## src/rtl/cbuf_agen_pkg.sv

```systemverilog
package cbuf_agen_pkg;
  typedef enum logic [2:0] {
    OP_ADD  = 3'd0,
    OP_SUB  = 3'd1,
    OP_INC2 = 3'd2,
    OP_DEC2 = 3'd3,
    OP_INC4 = 3'd4,
    OP_DEC4 = 3'd5,
    OP_BREV = 3'd6,
    OP_HOLD = 3'd7
  } op_e;

  typedef enum logic [1:0] {
    K_IDX  = 2'd0,
    K_MOD  = 2'd1,
    K_BASE = 2'd2,
    K_LEN  = 2'd3
  } kind_e;
endpackage

```

## src/rtl/cbuf_agen_brev.sv

```systemverilog
module cbuf_agen_brev #(
  parameter int AW = 32
) (
  input  logic [AW-1:0] a_i,
  input  logic [AW-1:0] b_i,
  output logic [AW-1:0] sum_o
);
  logic [AW-1:0] a_r, b_r, s_r;

  for (genvar g = 0; g < AW; g++) begin : g_rev
    assign a_r[g]          = a_i[AW-1-g];
    assign b_r[g]          = b_i[AW-1-g];
    assign sum_o[AW-1-g]   = s_r[g];
  end

  // normal add in reversed domain = carry toward LSB in natural domain
  assign s_r = a_r + b_r;
endmodule

```

## src/rtl/cbuf_agen_step.sv

```systemverilog
module cbuf_agen_step
  import cbuf_agen_pkg::*;
#(
  parameter int AW = 32
) (
  input  op_e           op_i,
  input  logic [AW-1:0] idx_i,
  input  logic [AW-1:0] mod_i,
  input  logic [AW-1:0] base_i,
  input  logic [AW-1:0] len_i,
  output logic [AW-1:0] nxt_o
);
  localparam logic [AW-1:0] TWO  = AW'(2);
  localparam logic [AW-1:0] FOUR = AW'(4);

  logic [AW-1:0] delta, raw, off, brev_sum;
  logic          wrap_hit;

  cbuf_agen_brev #(.AW(AW)) u_brev (
    .a_i  (idx_i),
    .b_i  (mod_i),
    .sum_o(brev_sum)
  );

  always_comb begin
    unique case (op_i)
      OP_ADD:  delta = mod_i;
      OP_SUB:  delta = -mod_i;
      OP_INC2: delta = TWO;
      OP_DEC2: delta = -TWO;
      OP_INC4: delta = FOUR;
      OP_DEC4: delta = -FOUR;
      default: delta = '0;
    endcase
  end

  assign raw      = idx_i + delta;
  assign off      = raw - base_i;
  // below base wraps modulo 2^AW, so one unsigned compare covers both sides
  assign wrap_hit = (len_i != '0) && (off >= len_i);

  always_comb begin
    if (op_i == OP_HOLD)      nxt_o = idx_i;
    else if (op_i == OP_BREV) nxt_o = brev_sum;
    else if (!wrap_hit)       nxt_o = raw;
    else if (delta[AW-1])     nxt_o = raw + len_i;
    else                      nxt_o = raw - len_i;
  end
endmodule

```

## src/rtl/cbuf_agen_regs.sv

```systemverilog
module cbuf_agen_regs
  import cbuf_agen_pkg::*;
#(
  parameter int NUM_SETS = 4,
  parameter int AW       = 32,
  parameter int SW       = 2
) (
  input  logic          clk_i,
  input  logic          rst_ni,
  input  logic          wr_en_i,
  input  logic [1:0]    wr_kind_i,
  input  logic [SW-1:0] wr_set_i,
  input  logic [AW-1:0] wr_data_i,
  input  logic          upd_en_i,
  input  logic [SW-1:0] upd_set_i,
  input  logic [AW-1:0] upd_val_i,
  input  logic [SW-1:0] rd_set_i,
  output logic [AW-1:0] rd_idx_o,
  output logic [AW-1:0] rd_mod_o,
  output logic [AW-1:0] rd_base_o,
  output logic [AW-1:0] rd_len_o
);
  logic [AW-1:0] idx_q  [NUM_SETS];
  logic [AW-1:0] mod_q  [NUM_SETS];
  logic [AW-1:0] base_q [NUM_SETS];
  logic [AW-1:0] len_q  [NUM_SETS];

  for (genvar s = 0; s < NUM_SETS; s++) begin : g_set
    logic wr_hit;
    assign wr_hit = wr_en_i && (wr_set_i == SW'(s));

    always_ff @(posedge clk_i or negedge rst_ni) begin
      if (!rst_ni) begin
        idx_q[s]  <= '0;
        mod_q[s]  <= '0;
        base_q[s] <= '0;
        len_q[s]  <= '0;
      end else begin
        // explicit index write beats the post-update
        if (wr_hit && wr_kind_i == K_IDX)       idx_q[s] <= wr_data_i;
        else if (upd_en_i && upd_set_i == SW'(s)) idx_q[s] <= upd_val_i;
        if (wr_hit && wr_kind_i == K_MOD)  mod_q[s]  <= wr_data_i;
        if (wr_hit && wr_kind_i == K_BASE) base_q[s] <= wr_data_i;
        if (wr_hit && wr_kind_i == K_LEN)  len_q[s]  <= wr_data_i;
      end
    end
  end

  assign rd_idx_o  = idx_q[rd_set_i];
  assign rd_mod_o  = mod_q[rd_set_i];
  assign rd_base_o = base_q[rd_set_i];
  assign rd_len_o  = len_q[rd_set_i];
endmodule

```

## src/rtl/cbuf_agen.sv

```systemverilog
module cbuf_agen
  import cbuf_agen_pkg::*;
#(
  parameter int NUM_SETS = 4,
  parameter int AW       = 32,
  localparam int SW      = (NUM_SETS > 1) ? $clog2(NUM_SETS) : 1
) (
  input  logic          clk_i,
  input  logic          rst_ni,
  input  logic          wr_en_i,
  input  logic [1:0]    wr_kind_i,
  input  logic [SW-1:0] wr_set_i,
  input  logic [AW-1:0] wr_data_i,
  input  logic          req_i,
  input  logic [SW-1:0] req_set_i,
  input  logic [2:0]    req_op_i,
  output logic [AW-1:0] addr_o,
  output logic          addr_vld_o
);
  logic [AW-1:0] sel_idx, sel_mod, sel_base, sel_len, idx_nxt;

  cbuf_agen_regs #(.NUM_SETS(NUM_SETS), .AW(AW), .SW(SW)) u_regs (
    .clk_i    (clk_i),
    .rst_ni   (rst_ni),
    .wr_en_i  (wr_en_i),
    .wr_kind_i(wr_kind_i),
    .wr_set_i (wr_set_i),
    .wr_data_i(wr_data_i),
    .upd_en_i (req_i),
    .upd_set_i(req_set_i),
    .upd_val_i(idx_nxt),
    .rd_set_i (req_set_i),
    .rd_idx_o (sel_idx),
    .rd_mod_o (sel_mod),
    .rd_base_o(sel_base),
    .rd_len_o (sel_len)
  );

  cbuf_agen_step #(.AW(AW)) u_step (
    .op_i  (op_e'(req_op_i)),
    .idx_i (sel_idx),
    .mod_i (sel_mod),
    .base_i(sel_base),
    .len_i (sel_len),
    .nxt_o (idx_nxt)
  );

  always_ff @(posedge clk_i or negedge rst_ni) begin
    if (!rst_ni) begin
      addr_o     <= '0;
      addr_vld_o <= 1'b0;
    end else begin
      addr_vld_o <= req_i;
      if (req_i) addr_o <= sel_idx;
    end
  end
endmodule

```

## config.mk

```make
export PLATFORM = sky130hd
export DESIGN_NAME = cbuf_agen
export DESIGN_NICKNAME = d
export VERILOG_FILES = /design/src/rtl/cbuf_agen_pkg.sv /design/src/rtl/cbuf_agen_brev.sv /design/src/rtl/cbuf_agen_step.sv /design/src/rtl/cbuf_agen_regs.sv /design/src/rtl/cbuf_agen.sv
export SDC_FILE = /design/constraint.sdc
export NUM_CORES = 1
export LEC_CHECK = 0
export BUFFER_PORTS_ARGS = -buffer_cell sky130_fd_sc_hd__buf_2
export CAP_MARGIN = 10
export CORE_MARGIN = 2
export CORE_UTILIZATION = 50
export DETAILED_ROUTE_END_ITERATION = 12
export PLACE_DENSITY = 0.66
export SYNTH_ARGS = -nofsm -noshare
export SYNTH_HDL_FRONTEND = slang
export SYNTH_HIERARCHICAL = 1
export SYNTH_SLANG_ARGS = --single-unit
```

## constraint.sdc

```tcl
create_clock -name clk_i -period 25 [get_ports clk_i]
set_input_delay 5 -clock clk_i [delete_from_list [all_inputs] [get_ports clk_i]]
set_output_delay 5 -clock clk_i [all_outputs]
set_load 0.1 [all_outputs]
```

==> results list, run 1 <==
* Outcome: finished, final reports clean
* PostCTS Resize Cnt: 0
- Area of the multi-input gates: 21100 um2
- Detailed routing placed a total of 6040 um of wire on met3.
- M1 wire length: 44400 um
- Post-synth net total: 3221
- Level count of the clock H-tree: 2
* Die extent in y: around 270 um
- Counting stages on the worst path, the most repeated cell is sky130_fd_sc_hd__o21ai_0.
- Top Family by Delay on Critical Path: compound AO/OA/AOI/OAI gates
- The first TritonRoute pass finished after 5 iterations.
- Detailed routing placed a total of 46200 um of wire on met2.
- Slowest cell delay on critical path: 710 ps
- Number of maximum-capacitance constraint violations: 0
- Counting the fill cells in the layout gives about 5.9k.
* Yosys cell types: about 100
- Worst Max-Slew Pin Slew: 1230 ps
- Share of the clock period used by the worst path after layout: 62.1%
* Overall fraction of global-route tracks in use: 26.8%
- Total I/O pin count: ~80
- For this run, the number of standard cells in the final layout without fillers is 4009.
- On the final layout, the worst clock skew is around 33 ps.
* Bufs and invs on worst path: 3
- Dividing the detail-routed via count by the number of cells gives 6.33.
- Cell accounting for the most synthesized area: sky130_fd_sc_hd__dfrtp_1
* Top routing layer in use: met5
- Initial core utilization: 50.4%
* Clock net sink count: approximately 550
* Slowest stage cell on the critical path: sky130_fd_sc_hd__buf_4
- The total overflow left after global routing is 0.
- At the worst endpoint, the required time is ~26000 ps.
* F_max: 64.4 MHz
* Sequential cell area: 13600 um2
- The die covers 74300 um2.
- The cell sitting at the root of the clock tree is a sky130_fd_sc_hd__clkbuf_16.
* Core region area: a little over 70000 um2
- Measured on the finished design, the core utilization comes to 54.7%.
* Antenna Violating Nets Remaining: 0
* Startpoint type of the worst setup path: input pin
- The net count of the finished layout is 3213.
* Rows: 98
- The initial antenna violation count is 3.
* Slew headroom: 17.7%
- The share of the Yosys chip area taken by registers is a little under two fifths.
- The routed design has 99700 um of wire.
* Count of state elements after synthesis: 545
- RSZ-0062 raised after global routing: false
- Endpoints failing hold: 0
- Commonest register cell after synthesis: sky130_fd_sc_hd__dfrtp_1
- The congestion estimate from routability-driven global placement came to between 1 and 1.5.
* Crit Path Max Fanout: 54
* Via count of the first global-routing pass: between 20k and 30k
- Fraction of final layout cells with drive strength greater than 1: roughly a third
* DR DRC count: 0
- Largest buffer count on any clock path: 3
* Initial detailed-routing violation count: 2400
* Commonest non-fill, non-tap cell in the layout: sky130_fd_sc_hd__dfrtp_1
* Post-CTS setup repair buffer count: 0
* Detailed-placement wirelength estimate: slightly below 70000 um
- Port buffer count: 77
- Instance count after placement with tap cells included: 3895
* Synth top area cells: sky130_fd_sc_hd__dfrtp_1, sky130_fd_sc_hd__mux2_2, sky130_fd_sc_hd__mux4_2
* Most frequent cells in the layout: sky130_fd_sc_hd__dfrtp_1, sky130_fd_sc_hd__mux2_2, sky130_fd_sc_hd__mux2_4
- Count of flip-flops with a built-in enable after synthesis: 0
* Total clock buffers created by CTS: 59
* Hold buffer count at CTS: 0
- Data arrival at the endpoint of the critical path: between 15000 and 20000 ps
- At the later pin of the worst-skew pair, clock insertion delay measures ~640 ps.
- Area growth syn-to-layout: 8.34%
- Setup violations remaining at the end of the flow were counted as 0.
* Area fraction of the dominant cell type after synthesis: approximately 38%
- Yosys printed 6 warnings.
* Final-layout setup total negative slack: 0 ps
* Syn Std Cell Area: ~36000 um2
- Counting flops with an async set or reset pin after synthesis yields a share of 100%.
- Wire length of the first global-routing pass: about 150000 um
- Avg WL per Cell: 24.9 um
- Max Slew Vio Count: 0
* CTS tree: yes
* Kind of end point of the critical path: flip-flop
* Worst setup path class: in2reg
- Entering global routing, the biggest net connects 114 pins.
- After layout, the minimum clock period comes to 15530 ps.
- After clock tree synthesis, the clock-pin slew on the worst setup and hold paths is 60 ps.
* Die Wd: 273 um
- Dividing the synthesized area by the synthesized cell count gives ~12 um2.
- Number of cells produced by synthesis: 3014
- Via count: 25.4k
- The path class of the tightest hold or removal check is reg2reg.
[layer usage]
metal | GRT usage (%) | up-vias
met3 | 3.67 | 208
li1 | - | 11200
met5 | 0 | -
met2 | 43.1 | 886
met1 | 37.6 | 13000
met4 | 8.27 | 4
[logic make-up after synthesis]
family / synth area share, %
AO/OA/AOI/OAI: 10.1
XOR/XNOR: 3.74
adder cells (fa/ha/maj): 5.70
buffers and inverters: 3.95
flip-flops: 37.8
multiplexers: 31.8
AND/OR/NAND/NOR: 6.84
[state kept, by name (all words and copies together), names as in the netlist]
signal	cells
u_regs/base_q	128
u_regs/idx_q	128
u_regs/len_q	128
u_regs/mod_q	128
addr_o	32
addr_vld_o	1
[worst paths after layout]
check	start	end	slack, ps	cells past startpoint
worst max-delay path	req_set_i[0]	u_regs/idx_q[63]	9470	37
worst min-delay path	u_regs/base_q[33]	u_regs/base_q[33]	490	1
worst max register to register	u_regs/mod_q[4]	u_regs/idx_q[63]	14360	32
worst min register to register	u_regs/base_q[33]	u_regs/base_q[33]	490	1
max in group asynchronous	rst_ni	addr_o[24]	17280	4
min in group asynchronous	rst_ni	u_regs/base_q[35]	4450	1
[cell usage after synthesis (all sizes together) (13+ instances only)]
master,number
nor3,35
mux4,128
or3,27
o21bai,20
dfrtp,545
a21oi,165
nand2b,22
or4,18
buf,95
clkbuf,90
ha,158
xnor2,106
mux2i,33
a31oi,17
nor2,96
a211oi,38
o21ai,126
xor2,48
nand2,90
o21a,29
nand3,40
and2,16
o31ai,14
inv,106
and3,18
o22ai,13
mux2,674
nand4,17
nor2b,31
o211ai,20
a21o,49
[cell type report]
type / count / area share [%]
inverter: 106 / 1.02
multi-input combinational: 2177 / 54.0
clock buffer: 75 / 4.20
sequential: 545 / 34.9
clock inverter: 35 / 1.04
antenna: 4 / 0.0256
tap: 950 / 3.04
timing repair buffer: 117 / 1.82
[worst reg2reg max path, delay by kind of cell, from the launching register on]
| family | cells | cell delay [ps] |
|---|---|---|
| adders and majority gates | 3 | 1120 |
| and+or+nand+nor | 8 | 2180 |
| AOI/OAI and AO/OA | 14 | 4510 |
| xor gates and xnor gates | 2 | 500 |
| buffers and inverters | 2 | 680 |
| muxes | 3 | 1150 |
| DFF | 1 | 370 |
[per-stage QoR]
stage	worst slack [ps]	hold slack, ps	cell area [um2]
detailed placement	8990	474	37000
global route	8710	496	39100
CTS	9640	488	39100
global placement	9100	462	37000
floorplan	11270	452	36100
finish	9470	487	39100
Power of run 1 is left out: the tool's default activity adds up to more than one toggle a clock period on the data nets, which glitch-free logic cannot reach.
==> inputs of run 2 (changes only) <==
==> constraint.sdc (replaced) <==
create_clock -name clk_i -period 14.94 [get_ports clk_i]
set_input_delay 2.988 -clock clk_i [delete_from_list [all_inputs] [get_ports clk_i]]
set_output_delay 2.988 -clock clk_i [all_outputs]
set_load 0.1 [all_outputs]
==> run 2 against run 1 <==
Global-route usage fell by 0.28 points. Routed wire length fell by 1.5%. Critical path depth fell by 3. Flip-flop and latch count did not move.
==> results list, run 2 (synthesis results as in run 1) <==
- The worst-path maximum fanout was 63 (was 54).
* Total clock buffers created by CTS: 60 (was 59)
- Total of endpoints with negative setup slack in the final report: 0 (unchanged)
- Initial detailed-routing violation count: 2172 (was 2400)
- Crit path required time: 15450 ps (was 25510 ps)
- Largest buffer count on any clock path: 3 (unchanged)
* Most numerous cell on the critical path: sky130_fd_sc_hd__o21ai_0 (unchanged)
* Instance count after placement with tap cells included: 3893 (was 3895)
- Commonest non-fill, non-tap cell in the layout: sky130_fd_sc_hd__dfrtp_1 (unchanged)
* Worst hold margin: 486 ps (was 487 ps)
* Fraction of final layout cells with drive strength greater than 1: 32.7% (about the same)
- The wire length of the first global-routing pass came to 153000 um (was 154000 um).
* Largest net degree at the start of global routing: 191 (was 114)
- Hold buffer count at CTS: 0 (unchanged)
* CTS tree: yes (unchanged)
- Outcome: finished, final reports clean (unchanged)
* Share of the clock period used by the worst path after layout: 87.0%
* PostCTS Resize Cnt: 0 (unchanged)
- Rows: 98 (unchanged)
* Initial DRT Pass Iterations: 9 (was 5)
- Port buffer count: 77 (unchanged)
- The number of global-route vias before repair is 26.0k (was 26.3k).
- Detailed-placement wirelength estimate: 67800 um (was 69500 um)
- Data arrival at the endpoint of the critical path: 13510 ps (was 16050 ps)
- Initial core utilization: 50.4% (unchanged)
- The sort of element at the start of the critical path is an input pin (unchanged).
- Min setup slack post-route: 1940 ps (was 9470 ps)
- The top-level I/O count is 78 (unchanged).
- Layout net count: 3212 (was 3213)
- Level count of the clock H-tree: 2 (unchanged)
- The number of hold violations in the final report came to 0 (unchanged).
* Slew headroom: 24.3% (was 17.7%)
- Timing would allow up to 76.9 MHz.
* Final clock skew: 27.9 ps (was 33.4 ps)
- The largest incremental delay on the critical path was 680 ps (was 710 ps).
- Die extent in y: 273 um (unchanged)
- Vias per cell: 6.28 (was 6.33)
* Kind of end point of the critical path: flip-flop (unchanged)
* Total congestion overflow: 0 (unchanged)
- The routability congestion estimate was 0.994 (was 1.00).
* Antenna Violating Nets Remaining: 0 (unchanged)
- The routed wire length per instance was 24.5 um (was 24.9 um).
- Max Slew Vio Count: 0 (unchanged)
* Worst setup path class: in2reg (unchanged)
- DR DRC count: 0 (unchanged)
- Core region area: 71500 um2 (unchanged)
- The routed design could run at a clock period as short as 13000 ps.
* Routed WL: 98200 um (was 99700 um)
- Worst slack after detailed placement: 1440 ps (was 8990 ps)
- The slew at the pin closest to its max-slew limit is 1130 ps (was 1230 ps).
- Most frequent cells in the layout: sky130_fd_sc_hd__dfrtp_1, sky130_fd_sc_hd__mux2_2, sky130_fd_sc_hd__mux2_4 (unchanged).
* Number of maximum-capacitance constraint violations: 0 (unchanged)
- Top Family by Delay on Critical Path: compound AO/OA/AOI/OAI gates (unchanged)
* Die Wd: 273 um (unchanged)
- The initial antenna violation count was 3 (unchanged).
* Worst-skew pair later-pin latency: 640 ps (about the same)
- Die Footprint: 74300 um2 (unchanged)
- Clock net sink count: 545 (unchanged)
- Overall fraction of global-route tracks in use: 26.5% (was 26.8%)
- The number of buffer and inverter instances along the worst setup path was 2 (was 3).
* Final non-filler cell total: 4007 (was 4009)
- The slowest stage cell on the critical path is sky130_fd_sc_hd__mux4_2 (was sky130_fd_sc_hd__buf_4).
- Area growth syn-to-layout: 8.68% (was 8.34%)
- RSZ-0062 raised after global routing: false (unchanged)
- The clock edge transition at the registers on the reported setup and hold paths was 60 ps (about the same).
- The setup fix buffers added after clock tree synthesis came to 0 (unchanged).
* Via count: 25.2k (was 25.4k)
- Buffer type at the clock tree root: sky130_fd_sc_hd__clkbuf_16 (unchanged)
- Final-layout setup total negative slack: 0 ps (unchanged)
- Path class of the lowest-slack min-delay path: reg2reg (unchanged)
run 2: area by class of cell:
type,count,area [um2]
clock inverters,32,455
multi-input cells,2177,21100
diodes,2,5.00
repair buffers,115,709
clock buffers,80,1720
inverters,106,398
flip-flops and latches,545,13600
fillers,5818,32300
well taps,950,1190
run 2: layer usage:
metal	part of all wire, %	wire length (um)	global-route usage (%)
met1	44	43700	37.2
met5	0.024	24	0
met4	2.7	2680	7.66
met2	47	46300	43.4
met3	5.7	5580	3.06
run 2: path summary, 6_finish.rpt:
path,start,end,slack [ps],cells after the start
min reg2reg,u_regs/base_q[35],u_regs/base_q[35],490,1
min,u_regs/base_q[35],u_regs/base_q[35],490,1
min in group asynchronous,rst_ni,u_regs/base_q[36],2420,1
max,req_set_i[0],u_regs/idx_q[127],1940,34
max in group asynchronous,rst_ni,u_regs/mod_q[63],9930,3
max reg2reg,u_regs/mod_q[4],u_regs/idx_q[127],4640,33
run 2: metrics by stage:
| step | cell area, um2 | utilization (%) |
|---|---|---|
| floorplan | 36100 | - |
| detailed placement | 37000 | 51.8 |
| finish | 39200 | 54.8 |
| global route | 39200 | 54.8 |
| global placement | 37000 | 51.8 |
| CTS | 39200 | 54.8 |
Power of run 2 is left out for the same reason.
==> inputs of run 3 (changes only) <==
--- a/config.mk
+++ b/config.mk
@@ -11,6 +11,7 @@
 export CORE_UTILIZATION = 50
 export DETAILED_ROUTE_END_ITERATION = 12
 export PLACE_DENSITY = 0.66
+export REMOVE_ABC_BUFFERS = 1
 export SYNTH_ARGS = -nofsm -noshare
 export SYNTH_HDL_FRONTEND = slang
 export SYNTH_HIERARCHICAL = 1
==> run 3 against run 2 <==
First-iteration DRC count down 1.7%. Die area did not move. Register-to-register slack got worse by 50 ps. Routed wire length is 1.9% higher. Flip-flop and latch count unchanged. Via count is 0.15% lower. Setup slack better by 29 ps. Utilization fell by 0.33 points. Count of clock-buffer cells in the layout increased by 8.
==> results list, run 3 (synthesis results as in run 1) <==
- Endpoints failing hold: 0 (unchanged)
- The wire length of the first global-routing pass was 155000 um (was 153000 um).
- Final weighted congestion in routability-driven placement: 0.910 (was 0.994)
- Rows: 98 (unchanged)
- The clock tree from TritonCTS is yes (unchanged).
- The relative max-transition margin came to 19.2% (was 24.3%).
- Met1 Use GR: 38.2% (was 37.2%)
* DR DRC count: 0 (unchanged)
* Post-route minimum period: 12970 ps (was 13000 ps)
- The max capacitance violation total came to 0 (unchanged).
* Slowest cell delay on critical path: 770 ps (was 680 ps)
- RSZ-0062 raised after global routing: false (unchanged)
* Initial DRT Pass Iterations: 6 (was 9)
- The startpoint of the worst-slack reg-to-reg timing path was u_regs/mod_q[4] (unchanged).
- Crit path required time: 15450 ps (about the same)
* Worst setup path class: in2reg (unchanged)
- Via count: 25.1k (was 25.2k)
- Most congested layer reported by global routing: met2 (unchanged)
- The slowest stage cell on the critical path was sky130_fd_sc_hd__a2111oi_0 (was sky130_fd_sc_hd__mux4_2).
- Worst Max-Slew Pin Slew: 1210 ps (was 1130 ps)
- Final-layout setup total negative slack: 0 ps (unchanged)
- Total of endpoints with negative setup slack in the final report: 0 (unchanged)
- Antenna violations before repair: 1 (was 3)
- Worst-skew pair later-pin latency: 630 ps (was 640 ps)
- Share of the clock period used by the worst path after layout: 86.8% (was 87.0%)
- Outcome: finished, final reports clean (unchanged).
- The initial core utilization was 50.4% (unchanged).
- Crit Path Max Fanout: 47 (was 63)
* Kind of end point of the critical path: flip-flop (unchanged)
- Post-CTS setup repair buffer count: 0 (unchanged)
- The first-iteration detailed-routing DRC count is 2134 (was 2172).
* Startpoint type of the worst setup path: input pin (unchanged)
* Die Footprint: 74300 um2 (unchanged)
- Core region area: 71500 um2 (unchanged)
* Clock net sink count: 545 (unchanged)
- The number of filler cells placed in the layout was 5967 (was 5818).
- Fraction of final layout cells with drive strength greater than 1: 32.4% (was 32.7%)
- The net count of the finished layout was 3214 (was 3212).
- The total number of H-tree levels came to 2 (unchanged).
- The post-layout utilization of the core is 54.5% (was 54.8%).
- Area growth syn-to-layout: 8.03% (was 8.68%)
- The overall routed net length is 100000 um (was 98200 um).
- The number of clock buffers inserted by TritonCTS is 58 (was 60).
- The worst hold path startpoint was u_regs/base_q[34] (was u_regs/base_q[35]).
- Critical path origin: req_set_i[0] (unchanged)
- Final non-filler cell total: 4006 (was 4007)
* Avg WL per Cell: 25.0 um (was 24.5 um)
- The final max-slew violation count is 0 (unchanged).
* Most numerous cell on the critical path: sky130_fd_sc_hd__o21ai_0 (unchanged)
- Most frequent cells in the layout: sky130_fd_sc_hd__dfrtp_1, sky130_fd_sc_hd__mux2_2, sky130_fd_sc_hd__mux2_4 (unchanged).
* Buffer type at the clock tree root: sky130_fd_sc_hd__clkbuf_16 (unchanged)
* Total I/O pin count: 78 (unchanged)
* Global-route met3 utilization: 3.58% (was 3.06%)
- The placed wire-length estimate came to 70300 um (was 67800 um).
- The number of gates resized after cts came to 0 (unchanged).
- Instance count after placement with tap cells included: 3897 (was 3893)
- Port buffer count: 77 (unchanged)
- Met2 Use GR: 43.7% (was 43.4%)
* Hold buffer count at CTS: 0 (unchanged)
- Overall fraction of global-route tracks in use: 27.0% (was 26.5%)
- The clock skew after layout is 24.1 ps (was 27.9 ps).
* Sequential cell area: 13600 um2 (unchanged)
- The maximum frequency from static timing analysis came to 77.1 MHz (was 76.9 MHz).
- The residual antenna-violating net count after detailed routing was 0 (unchanged).
* Largest buffer count on any clock path: 3 (unchanged)
* Die Wd: 273 um (unchanged)
* Area of the multi-input gates: 21100 um2 (about the same)
* Bufs and invs on worst path: 2 (unchanged)
* Data arrival at the endpoint of the critical path: 13480 ps (was 13510 ps)
- Commonest non-fill, non-tap cell in the layout: sky130_fd_sc_hd__dfrtp_1 (unchanged)
- The final design instance area without fill is 39000 um2 (was 39200 um2).
- The path category of the worst min-delay check is reg2reg (unchanged).
- Post-DP Area: 37000 um2 (about the same)
- The clock edge transition at the registers on the reported setup and hold paths was 60 ps (about the same).
- The final global-route overflow total was 0 (unchanged).
- Top Family by Delay on Critical Path: compound AO/OA/AOI/OAI gates (unchanged)
- The floorplan die height was 273 um (unchanged).
- Via count of the first global-routing pass: 26.1k (was 26.0k)
- Vias per cell: 6.28 (about the same)
- The pin count of the biggest net entering global routing came to 98 (was 191).
-- run 3: final cells by class --
cell class | count | area share [%]
Antenna cell | 3 | 0.0193
Clock buffer | 88 | 4.30
Clock inverter | 18 | 0.594
Inverter | 106 | 1.02
Multi-Input combinational cell | 2177 | 54.1
Sequential cell | 545 | 35.0
Tap cell | 950 | 3.05
Timing Repair Buffer | 119 | 1.87
-- run 3: worst paths after layout --
| check | to | slack (ps) | depth (start not counted) |
|---|---|---|---|
| min in group asynchronous | u_regs/base_q[39] | 2380 | 1 |
| worst max-delay path | u_regs/idx_q[24] | 1970 | 34 |
| max in group asynchronous | u_regs/base_q[123] | 10110 | 3 |
| worst min-delay path | u_regs/base_q[34] | 480 | 1 |
| worst min register to register | u_regs/base_q[34] | 480 | 1 |
| worst max register to register | u_regs/idx_q[24] | 4590 | 33 |
-- run 3: metal layers --
| metal | vias up | share of wire (%) |
|---|---|---|
| met1 | 13000 | 45 |
| li1 | 11200 | - |
| met2 | 759 | 46 |
| met5 | - | 0 |
| met4 | 0 | 2.7 |
| met3 | 142 | 5.4 |
-- run 3: per-stage QoR --
step	setup slack (ps)	hold slack (ps)
after global routing	1220	500
after detailed placement	1540	472
after floorplan	2440	452
final	1970	485
after CTS	2170	485
after global placement	1650	462
Power of run 3 is left out for the same reason.
